$ cat src/rtl/marx_pkg.sv
package marx_pkg;

   // true when v is a power of two no smaller than 2
   function automatic bit is_pow2_min2(input int unsigned v);
      return (v >= 2) && ((v & (v - 1)) == 0);
   endfunction

   // side of a leaf under the node h levels above it: 1 = left (upper) half
   function automatic bit leaf_is_left(input int unsigned leaf, input int unsigned h);
      return ((leaf >> (h - 1)) & 1) == 1;
   endfunction

endpackage

$ cat src/rtl/marx_node.sv
module marx_node #(
   parameter int unsigned DATA_W = 32,
   parameter int unsigned IDX_W  = 3,
   parameter int unsigned HEIGHT = 1
) (
   input  logic              req_l,
   input  logic              req_r,
   input  logic [DATA_W-1:0] data_l,
   input  logic [DATA_W-1:0] data_r,
   input  logic [IDX_W-1:0]  idx_l,
   input  logic [IDX_W-1:0]  idx_r,
   output logic              req_o,
   output logic              flag_o,
   output logic [DATA_W-1:0] data_o,
   output logic [IDX_W-1:0]  idx_o
);
   // flag points left whenever the right side is idle
   assign flag_o = ~req_r;
   assign req_o  = req_l | req_r;
   // inputs are pre-masked, so right data is zero whenever the flag is set
   assign data_o = (data_l & {DATA_W{flag_o}}) | data_r;

   always_comb begin
      idx_o             = flag_o ? idx_l : idx_r;
      idx_o[HEIGHT-1]   = flag_o;
   end
endmodule

$ cat src/rtl/marx_grant_expand.sv
module marx_grant_expand
   import marx_pkg::*;
#(
   parameter int unsigned N_IN   = 8,
   parameter int unsigned LVL    = 3
) (
   input  logic [N_IN-1:1] flag_i,
   output logic [N_IN-1:0] oh_o,
   output logic [N_IN-1:0] therm_o
);
   always_comb begin
      for (int i = 0; i < int'(N_IN); i++) begin
         oh_o[i]    = 1'b1;
         therm_o[i] = 1'b1;
         for (int h = 1; h <= int'(LVL); h++) begin
            if (leaf_is_left(i, h)) begin
               oh_o[i]    = oh_o[i]    &  flag_i[(N_IN + i) >> h];
               therm_o[i] = therm_o[i] &  flag_i[(N_IN + i) >> h];
            end else begin
               oh_o[i]    = oh_o[i]    & ~flag_i[(N_IN + i) >> h];
               therm_o[i] = therm_o[i] |  flag_i[(N_IN + i) >> h];
            end
         end
      end
   end
endmodule

$ cat src/rtl/marx_fixed.sv
module marx_fixed
   import marx_pkg::*;
#(
   parameter int unsigned N_IN   = 8,
   parameter int unsigned DATA_W = 32,
   localparam int unsigned LVL   = $clog2(N_IN),
   localparam int unsigned NODES = 2 * N_IN
) (
   input  logic [N_IN-1:0]        req_i,
   input  logic [N_IN*DATA_W-1:0] data_i,
   output logic [DATA_W-1:0]      data_o,
   output logic                   any_grant_o,
   output logic [LVL-1:0]         grant_bin_o,
   output logic [N_IN-1:0]        grant_oh_o,
   output logic [N_IN-1:0]        grant_therm_o
);
   if (!is_pow2_min2(N_IN)) begin : g_bad_n
      $error("N_IN must be a power of two of at least 2");
   end
   if (DATA_W < 1) begin : g_bad_w
      $error("DATA_W must be at least 1");
   end

   // heap layout: root 1, children 2k (right, lower inputs) and 2k+1 (left)
   logic              n_req  [1:NODES-1];
   logic [DATA_W-1:0] n_data [1:NODES-1];
   logic [LVL-1:0]    n_idx  [1:NODES-1];
   logic [N_IN-1:1]   n_flag;

   for (genvar i = 0; i < N_IN; i++) begin : g_leaf
      assign n_req[N_IN+i]  = req_i[i];
      assign n_data[N_IN+i] = data_i[i*DATA_W +: DATA_W] & {DATA_W{req_i[i]}};
      assign n_idx[N_IN+i]  = '0;
   end

   for (genvar h = 1; h <= LVL; h++) begin : g_lvl
      for (genvar j = 0; j < (N_IN >> h); j++) begin : g_node
         localparam int unsigned K = (N_IN >> h) + j;
         marx_node #(
            .DATA_W(DATA_W),
            .IDX_W (LVL),
            .HEIGHT(h)
         ) u_node (
            .req_l (n_req[2*K+1]),
            .req_r (n_req[2*K]),
            .data_l(n_data[2*K+1]),
            .data_r(n_data[2*K]),
            .idx_l (n_idx[2*K+1]),
            .idx_r (n_idx[2*K]),
            .req_o (n_req[K]),
            .flag_o(n_flag[K]),
            .data_o(n_data[K]),
            .idx_o (n_idx[K])
         );
      end
   end

   marx_grant_expand #(
      .N_IN(N_IN),
      .LVL (LVL)
   ) u_expand (
      .flag_i (n_flag),
      .oh_o   (grant_oh_o),
      .therm_o(grant_therm_o)
   );

   assign any_grant_o = n_req[1];
   assign data_o      = n_data[1];
   assign grant_bin_o = n_idx[1];
endmodule

$ cat config.mk
export PLATFORM = sky130hd
export DESIGN_NAME = marx_fixed
export DESIGN_NICKNAME = d
export VERILOG_FILES = /design/src/rtl/marx_pkg.sv /design/src/rtl/marx_node.sv /design/src/rtl/marx_grant_expand.sv /design/src/rtl/marx_fixed.sv
export SDC_FILE = /design/constraint.sdc
export NUM_CORES = 1
export LEC_CHECK = 0
export BUFFER_PORTS_ARGS = -buffer_cell sky130_fd_sc_hd__clkbuf_2
export CORE_AREA = 2 2 123 125
export DETAILED_ROUTE_END_ITERATION = 8
export DIE_AREA = 0 0 125 127
export GPL_ROUTABILITY_DRIVEN = 0
export SLEW_MARGIN = 40
export SYNTH_ARGS = -nofsm -noshare
export SYNTH_HDL_FRONTEND = slang
export SYNTH_SLANG_ARGS = --single-unit
export TNS_END_PERCENT = 50
$ cat constraint.sdc
create_clock -name vclk -period 1.53
set_clock_uncertainty 0.2 [all_clocks]
set_input_delay 0.2295 -clock vclk [all_inputs]
set_output_delay 0.2295 -clock vclk [all_outputs]
set_load 0.01 [all_outputs]
# Word-level counts from Yosys, hierarchy flattened
# Cells that the tools add are included.
[classes]
n_mux = 3
n_bitwise = 59
[op_table]
columns = ["op", "count"]
rows = [
  ["AND 32 bit", 15],
  ["bitwise OR 32 bit", 7],
  ["AND 1 bit", 18],
  ["bitwise OR 1 bit", 12],
  ["NOT 1 bit", 7],
  ["2-to-1 mux 1 bit", 2],
  ["2-to-1 mux 2 bit", 1],
]
[totals]
register_bits = 0
output_inout_bits = 52

# Longest topological paths before layout
# Gate-level depths: netlist of run 1.
[logic_depth]
ltp_word = 7
mapped_depth = 9

# Cells and area by module
# A second synthesis of run 1 with hierarchy kept.
[unflattened]
cells_unflattened = 579
area_unflattened_um2 = 4396.7
[by_module_without_submodules]
columns = ["module", "n_inst", "area_each_um2", "cells_each"]
rows = [
  ["marx_node", 7, 315.3, 40],
  ["marx_fixed", 1, 2045.7, 281],
  ["marx_grant_expand", 1, 143.9, 18],
]

# Least setup slack after synthesis of run 1
# No wires, ideal clock.
[synth_timing]
path_type = "input -> output"
start = "input req_i[1]"
end = "output data_o[30]"
path_slack_ns = -0.283
path_stages = 8
path_buffers = 3
t_arrival_ns = 1.383
t_required_ns = 1.100
cell_sequence = "buf_6 nor3_4 nand2b_4 inv_2 buf_4 buf_4 o21ai_0 o21ai_0"
[synth_between]
elab_chain_len = 5
[synth_rtl]
columns = ["element", "line_no", "source"]
rows = [
  ["start: declaration", "marx_fixed.sv:9", "input logic [N_IN-1:0] req_i,"],
  ["bitwise OR 1 bit (2 in a row)", "marx_node.sv:19", "assign req_o = req_l | req_r;"],
  ["NOT 1 bit", "marx_node.sv:18", "assign flag_o = ~req_r;"],
  ["via g_lvl[3].g_node[0].u_node.flag_o", "marx_node.sv:13", "output logic flag_o,"],
  ["AND 32 bit", "marx_node.sv:21", "assign data_o = (data_l & {DATA_W{flag_o}}) | data_r;"],
  ["bitwise OR 32 bit", "marx_node.sv:21", ""],
  ["end: declaration", "marx_fixed.sv:11", "output logic [DATA_W-1:0] data_o,"],
]
# The timed path passes the listed nets, and every way through them passes these cells.

# Final worst setup path of run 1
[layout_timing]
start = "input req_i[1]"
end = "output data_o[3]"
[layout_between]
elab_chain_len = 5
[layout_rtl]
columns = ["element", "line_no"]
rows = [
  ["AND 32 bit or bitwise OR 1 bit (tied branches)", "marx_fixed.sv:32, marx_node.sv:19"],
  ["AND 32 bit, or another cell as far along", "marx_node.sv:21"],
  ["bitwise OR 32 bit, or another cell as far along", "marx_node.sv:21"],
  ["bitwise OR 32 bit or AND 32 bit (tied branches)", "marx_node.sv:21"],
  ["bitwise OR 32 bit *", "marx_node.sv:21"],
]
# Every way passes the cells marked *; elsewhere a longest branch is shown, timed or not.

==> summary.txt, run 1 <==
Setup path
  – Worst path required time: roughly 1.1 ns
  – Crit path max-delay cell type: a221oi_1
  – Crit path cell chain: clkbuf_16 > buf_4 > buf_4 > a221oi_1 > o2bb2ai_2 > a221o_1 > buf_2
  – Critical Path Start Type: input port
  – Crit path kind: input port to output port
  – CP dominant cell by count: buf_4
  – Worst-path fanout max: 18
  – CP Capture Type: output port
  – Data arrival, critical path: 1.63 ns
  – Slowest stage delay, CP: just under 0.4 ns

Timing
  – Final hold viol count: 0
  – Setup tns final: -17.95 ns
  – Final Max Tran Viols: 0
  – Min Tclk post-route: between 2 and 2.5 ns
  – Fmax: about 490 MHz
  – PnR worst setup slack: -0.532 ns
  – Fin crit share: 135%
  – Unrepaired setup endpoints after global routing: true
  – # setup viols final: 47

Worst hold path
  – Worst hold path depth: 3
  – HP Class: input port to output port
  – Hold Path End: any_grant_o
  – Worst Min Path Start: req_i[7]

Drt
  – Drt initial violations: roughly 160
  – Routed WL: 15100 µm
  – Remaining antenna violation count: 0
  – Top Layer Used: met4
  – Metal3 WL: 1290 µm
  – Met2 WL post-DR: between 7000 and 8000 µm
  – TritonRoute pass-1 iters: 4
  – DR DRC count: 0
  – DRT met1 WL: between 5000 and 6000 µm
  – Via/cell ratio: between 4 and 5
  – Vias after detailed routing: around 4000
  – WL/cell: 18.9 µm

Cells and area
  – Nets: 881
  – Most common cell after layout, fill and taps aside: clkbuf_2
  – ANT cells: 0
  – Cell area after layout: about 0.0043 mm²
  – Layout cells sized above 1: 62.4%
  – Area grow syn2layout: 115%
  – Number of clock buffers in the layout: 0
  – Highest-count cells in the layout ignoring fill and taps: clkbuf_2, a221oi_1, inv_1, nor2_1
  – Register area: 0 µm²
  – Num sequential: 0

Job
  – Max Cap Viol: 0

Logic synthesis
  – Synth cell types: 24
  – Synth area leaders: a221oi_1, a221o_1, o2bb2ai_1
  – Yosys warnings: 0
  – Synth Net Count: around 560
  – Post-synth top area cell: a221oi_1
  – Synth Instances: 300
  – Sequential area share after synthesis: 0%
  – Avg Inst Size Synth: approximately 6.7 µm²
  – Top-area cell type share of the netlist area: between 20% and 30%
  – Post-Syn Area: around 0.002 mm²

Global routing
  – First-pass GRT wire length: about 22000 µm
  – Grt ovf: 0
  – Number of global-route vias before repair: 4094
  – Initial antenna violation count: 0
  – GRT Resource Usage Total: about 17%
  – Largest net degree at the start of global routing: 35

Floorplanning
  – Die X: between 100 and 150 µm
  – Row count: 44
  – Core Box Area: approximately 0.014 mm²
  – Number of I/O pins: roughly 320
  – Die area: between 0.015 and 0.02 mm²
  – Die H: between 100 and 150 µm
  – Initial core utilization: around 14%

Placed design
  – Dpl hpwl: 11600 µm
  – Placed inst area: 0.00400 mm²
  – PortBufs: about 320
  – Setup slack after placement: -0.634 ns

Clock tree
  – Hold_buf cts: 0

Outcome
  – Run status: finished with violations
  – Failing checks: negative setup slack

Power and ir drop
  – Leak Pwr: between 2 and 2.5 nW
  – PD cells: 272 mW/mm²
  – Maximum vdd drop: 0.000102 V
-- cells in the mapped netlist --
cell type  instances
o211ai_1           1
and3_1             1
nor3_4             1
nor2b_1            4
buf_4              7
buf_2             10
a21oi_1           31
buf_6              8
inv_1             34
inv_2              1
nand2b_4           1
a22oi_1            1
conb_1             1
clkbuf_1          22
o31ai_1            1
or3_1              2
o21ai_0            3
a221oi_1          63
a221o_1           31
and2_1             4
nand2_1            6
nor2_1            35
and4b_1            1
o2bb2ai_1         31
-- timing repair --
action | in CTS | in global routing
gates resized for setup | 25 | 37
setup buffers | 6 | 0
cloned | 3 | 0
pin swaps | 12 | 7
endpoints found under the setup margin | 47 | 47
hold endpoints to repair | 0 | 0
-- per-stage QoR --
stage                     util (%)  power (mW)  std cells  hold slack, ns
after floorplan                  -       0.475        300           0.294
after global placement        27.6        1.10        789           0.558
after detailed placement      27.7        1.12        790           0.567
after CTS                     29.5        1.16        799           0.575
after global routing          29.8        1.27        799           0.580
final                         29.8        1.17        799           0.573
-- worst max-delay path by stage --
stage	startpoint	endpoint	slack [ns]	cells after the start
global placement	req_i[6]	data_o[7]	-0.70	6
floorplan	req_i[1]	data_o[30]	-0.22	9
CTS	req_i[1]	data_o[25]	-0.51	8
global route	req_i[1]	data_o[17]	-0.57	9
detailed placement	req_i[1]	data_o[29]	-0.63	7
finish	req_i[1]	data_o[3]	-0.53	7
-- layer usage --
layer	track usage, %	vias up
li1	-	1845
met1	20.0	1810
met2	33.7	271
met3	2.51	25
met4	4.44	0
met5	0	-
-- power breakdown --
part / total, mW / switching, mW / internal, mW / leakage [nW]
logic: 1.17 / 0.550 / 0.618 / 2.31
clock network: 0 / 0 / 0 / 0
registers: 0 / 0 / 0 / 0
-- cells by family after synthesis --
family	count (synthesis)	synth area share (%)
other cells	1	0.188
simple gates	55	13.1
buf+inv	82	20.3
compound gates	162	66.3
-- critical path: cells and delay by family --
family	cells	cell delay [ns]
AOI/OAI and AO/OA	3	0.78
buffers and inverters	4	0.62
-- final cells by class --
class,count,area (µm²)
fill,1584,10100
timing repair buffer,362,2240
inverter,35,131
multi-input combinational,218,1700
tap,184,230
No activity file was read; power rests on OpenSTA's default activity.
==> run 2, diff against run 1 <==
==> constraint.sdc (replaced) <==
create_clock -name vclk -period 1.53
set_clock_uncertainty 0.2 [all_clocks]
set_input_delay 0.0765 -clock vclk [all_inputs]
set_output_delay 0.0765 -clock vclk [all_outputs]
set_load 0.01 [all_outputs]
==> run 2 against run 1 <==
Compared with the run above:
- the run still ends with negative setup slack left
- cell count decreased by 1.1%
- core utilization grew 1.2 points
- die area is the same
- highest routed layer unchanged
==> summary.txt, run 2 (synthesis gave the netlist of run 1 again) <==
Placed design
  – DP Cell Count: 787
  – Setup slack after placement: -0.577 ns
  – Dpl hpwl: between 10000 and 15000 µm
  – PortBufs: 315

Drt
  – Drt initial violations: 137
  – DR DRC count: 0
  – Via/cell ratio: 4.89
  – TritonRoute pass-1 iters: 4
  – Routed WL: roughly 15000 µm
  – WL/cell: between 15 and 20 µm
  – Remaining antenna violation count: 0
  – Vias after detailed routing: 3866

Floorplanning
  – Die area: roughly 0.016 mm²
  – Die H: between 100 and 150 µm
  – Initial core utilization: 13.9%
  – Die X: between 100 and 150 µm
  – Core Box Area: roughly 0.014 mm²
  – Row count: 44
  – Number of I/O pins: 316

Timing
  – Fin crit share: 113%
  – # setup viols final: 32
  – Final Max Tran Viols: 0
  – PnR worst setup slack: -0.201 ns
  – Min Tclk post-route: roughly 1.7 ns
  – Unrepaired setup endpoints after global routing: true
  – Final hold viol count: 0
  – Fmax: 578 MHz
  – Worst Hold Margin: 0.250 ns

Setup path
  – CP startpoint: req_i[1]
  – CP Capture Type: output port
  – Worst path required time: 1.25 ns
  – Critical Path Start Type: input port
  – Worst-path fanout max: 31
  – Data arrival, critical path: around 1.5 ns
  – Slowest stage delay, CP: 0.39 ns
  – Crit path kind: input port to output port
  – Crit path max-delay cell type: a221oi_2
  – Crit path cell chain: clkbuf_16 > buf_4 > nor2b_4 > buf_12 > a221oi_2 > o2bb2ai_2 > a221o_1 > buf_2

Cells and area
  – Layout cells sized above 1: 67.5%
  – Final core occ: a little under a third
  – Most common cell after layout, fill and taps aside: clkbuf_2
  – Highest-count cells in the layout ignoring fill and taps: clkbuf_2, a221oi_1, nor2_1, inv_1, a221o_1
  – Fin cells: slightly below 800
  – ANT cells: 0
  – Nets: 872
  – Num sequential: 0
  – Register area: 0 µm²
  – Area grow syn2layout: 123%
  – Number of clock buffers in the layout: 0

Global routing
  – GRT Resource Usage Total: 16.7%
  – First-pass GRT wire length: approximately 21000 µm
  – Largest net degree at the start of global routing: 41
  – Number of global-route vias before repair: between 3000 and 4000
  – Grt ovf: 0
  – Initial antenna violation count: 0

Clock tree
  – Hold_buf cts: 0

Worst hold path
  – Worst Min Path Start: req_i[6]
  – HP Class: input port to output port
  – Worst hold path depth: 3

Power and ir drop
  – Leak Pwr: about 2.4 nW
  – PD cells: roughly 280 mW/mm²
  – Maximum vdd drop: a little over 0.00009 V

Outcome
  – Failing checks: negative setup slack
  – Run status: finished with violations

Job
  – Max Cap Viol: 0
[run 2: final cells by class]
class / instances / area (µm²)
Inverter: 35 / 134
Tap cell: 184 / 230
Multi-Input combinational cell: 218 / 1970
Fill cell: 1612 / 9960
Timing Repair Buffer: 353 / 2130
[run 2: repair_timing]
| action | in CTS | in global routing |
|---|---|---|
| setup endpoints to repair | 39 | 36 |
| gates resized for setup | 55 | 44 |
| pin swaps | 8 | 4 |
| gates cloned | 1 | 1 |
| buffers inserted | 2 | 0 |
[run 2: final timing paths]
kind       endpoint  slack (ns)
min   grant_oh_o[7]        0.25
max       data_o[5]       -0.20
[run 2: worst max-delay path, delay by kind of cell]
kind,cells,cell delay [ns]
AO/OA/AOI/OAI,3,0.78
AND/OR/NAND/NOR,1,0.04
buffers and inverters,4,0.54
[run 2: where the power goes]
group          leakage, nW  switching [mW]  internal [mW]
Sequential               0               0              0
Combinational         2.35           0.612          0.645
Clock                    0               0              0
[run 2: routing by layer]
| metal | vias up | GRT usage [%] | wire, µm |
|---|---|---|---|
| met1 | 1783 | 19.2 | 5740 |
| met2 | 240 | 32.3 | 7860 |
| li1 | 1825 | - | - |
| met4 | 0 | 4.31 | 383 |
| met3 | 18 | 2.35 | 1120 |
| met5 | - | 0 | 0 |
[run 2: metrics by stage]
stage / setup TNS, ns / power [mW] / instance area [µm²]
5_1_grt: -5.59 / 1.36 / 4470
2_1_floorplan: 0 / 0.471 / 2000
4_1_cts: -4.40 / 1.21 / 4320
6_report: -3.42 / 1.26 / 4470
3_5_place_dp: -8.88 / 1.10 / 3940
3_3_place_gp: -8.68 / 1.10 / 3940
==> run 3, diff against run 2 <==
MAX_ROUTING_LAYER = met4   (was default)
==> run 3 against run 2 <==
Compared with the run above:
- the run still ends with negative setup slack left
- cell count did not move
- core utilization unchanged
- count of clock-buffer cells in the layout is the same
- worst setup slack worse by 0.0014 ns
- critical path type unchanged
==> summary.txt, run 3 (synthesis gave the netlist of run 1 again) <==
Outcome
  – Run status: finished with violations
  – Failing checks: negative setup slack

Global routing
  – Grt met2 use: 32.1%
  – GRT Resource Usage Total: around 17%
  – Grt ovf: 0
  – Met1 usage: 19.9%
  – Layer with the highest usage: met2
  – Initial antenna violation count: 0
  – Largest net degree at the start of global routing: 41
  – Grt met3 use: around 1.6%
  – First-pass GRT wire length: around 21000 µm
  – Number of global-route vias before repair: 3879

Floorplanning
  – Initial core utilization: around 14%
  – Row count: 44
  – Core Box Area: between 0.01 and 0.015 mm²
  – Die area: 0.0159 mm²
  – Die H: 127 µm
  – Number of I/O pins: 316
  – Die X: around 130 µm

Cells and area
  – Fin cells: 790
  – Cell area after layout: between 0.004 and 0.005 mm²
  – Layout cells sized above 1: approximately two thirds
  – Most common cell after layout, fill and taps aside: clkbuf_2
  – Nets: roughly 870
  – Num sequential: 0
  – Area grow syn2layout: 123%
  – Number of clock buffers in the layout: 0
  – Multi-input logic area: about 0.0020 mm²
  – Highest-count cells in the layout ignoring fill and taps: clkbuf_2, a221oi_1, nor2_1, inv_1, a221o_1
  – Fillers: around 1600
  – Register area: 0 µm²
  – ANT cells: 0

Setup path
  – CP Capture Type: output port
  – CP startpoint: req_i[1]
  – Worst path required time: around 1.3 ns
  – Crit path max-delay cell type: a221oi_2
  – Critical Path Start Type: input port
  – Crit path kind: input port to output port
  – Crit. path cell count: 8
  – Crit path buf inv count: 4
  – CP top delay family: compound AO/OA/AOI/OAI gates
  – Slowest stage delay, CP: around 0.39 ns
  – End point of the critical path: data_o[5]
  – Data arrival, critical path: about 1.5 ns
  – Worst-path fanout max: 31
  – Crit path cell chain: clkbuf_16 > buf_4 > nor2b_4 > buf_12 > a221oi_2 > o2bb2ai_2 > a221o_1 > buf_2

Power and ir drop
  – Maximum vdd drop: 0.0000916 V
  – PD cells: between 200 and 300 mW/mm²
  – Share of power burned in the clock network: 0%
  – Sw Share: about half
  – Psw: around 0.61 mW
  – Power Total: ~1.3 mW
  – Sequential share of power: 0%
  – Int Pwr: around 0.64 mW
  – Comb pwr share: 100.0%
  – Leak Pwr: between 2 and 2.5 nW

Drt
  – Via/cell ratio: just under 5
  – Remaining antenna violation count: 0
  – TritonRoute pass-1 iters: 4
  – Vias after detailed routing: approximately 3900
  – WL/cell: roughly 19 µm
  – Drt initial violations: between 150 and 200
  – DR DRC count: 0
  – Routed WL: around 15000 µm

Timing
  – Final hold viol count: 0
  – Unrepaired setup endpoints after global routing: true
  – # setup viols final: 32
  – Fmax: 577 MHz
  – Min Tclk post-route: roughly 1.7 ns
  – Worst Hold Margin: roughly 0.25 ns
  – Fin crit share: 113%
  – Setup tns final: -3.41 ns
  – PnR worst setup slack: -0.203 ns
  – Final Max Tran Viols: 0

Placed design
  – DP Cell Count: approximately 790
  – PortBufs: about 320
  – Placed inst area: slightly below 0.004 mm²
  – Dpl hpwl: 12000 µm

Clock tree
  – Hold_buf cts: 0

Worst hold path
  – HP Class: input port to output port
  – Worst Min Path Start: req_i[6]

Job
  – Max Cap Viol: 0
## run 3: cell counts in the layout (fill, tap and decap cells not counted)
No cell type changed its count.
## run 3: stage by stage
step / worst slack [ns] / util (%)
after floorplan: 0.0234 / -
after global placement: -0.573 / 27.3
after detailed placement: -0.577 / 27.3
after CTS: -0.190 / 30.0
after global routing: -0.219 / 31.0
final: -0.203 / 31.0
## run 3: repair_timing
| action | CTS | global route |
|---|---|---|
| endpoints found under the setup margin | 39 | 36 |
| pin swaps | 8 | 4 |
| gates cloned | 1 | 1 |
| gates resized for setup | 55 | 44 |
| setup buffers | 2 | 0 |
## run 3: cell type report
type,count,share of cell area (%)
Inverter,35,3.00
Multi-Input combinational cell,218,44.1
Tap cell,184,5.16
Timing Repair Buffer,353,47.7
## run 3: worst min-delay path by stage
stage	to	slack, ns	cells after the start
final	grant_oh_o[7]	0.25	3
after global routing	grant_therm_o[7]	0.28	3
after CTS	grant_oh_o[7]	0.26	3
after detailed placement	grant_oh_o[7]	0.26	3
after global placement	grant_oh_o[7]	0.27	3
after floorplan	grant_therm_o[3]	-0.02	1
## run 3: layer usage
| metal | vias to the layer above | part of all wire (%) |
|---|---|---|
| li1 | 1825 | - |
| met1 | 1755 | 38 |
| met2 | 253 | 52 |
| met3 | 18 | 7.5 |
| met4 | 0 | 2.5 |
| met5 | - | 0 |
## run 3: power groups by stage
| stage | Combinational (mW) | Sequential, mW | Clock, mW |
|---|---|---|---|
| floorplan | 0.471 | 0 | 0 |
| global placement | 1.10 | 0 | 0 |
| detailed placement | 1.10 | 0 | 0 |
| CTS | 1.21 | 0 | 0 |
| global route | 1.36 | 0 | 0 |
| finish | 1.26 | 0 | 0 |
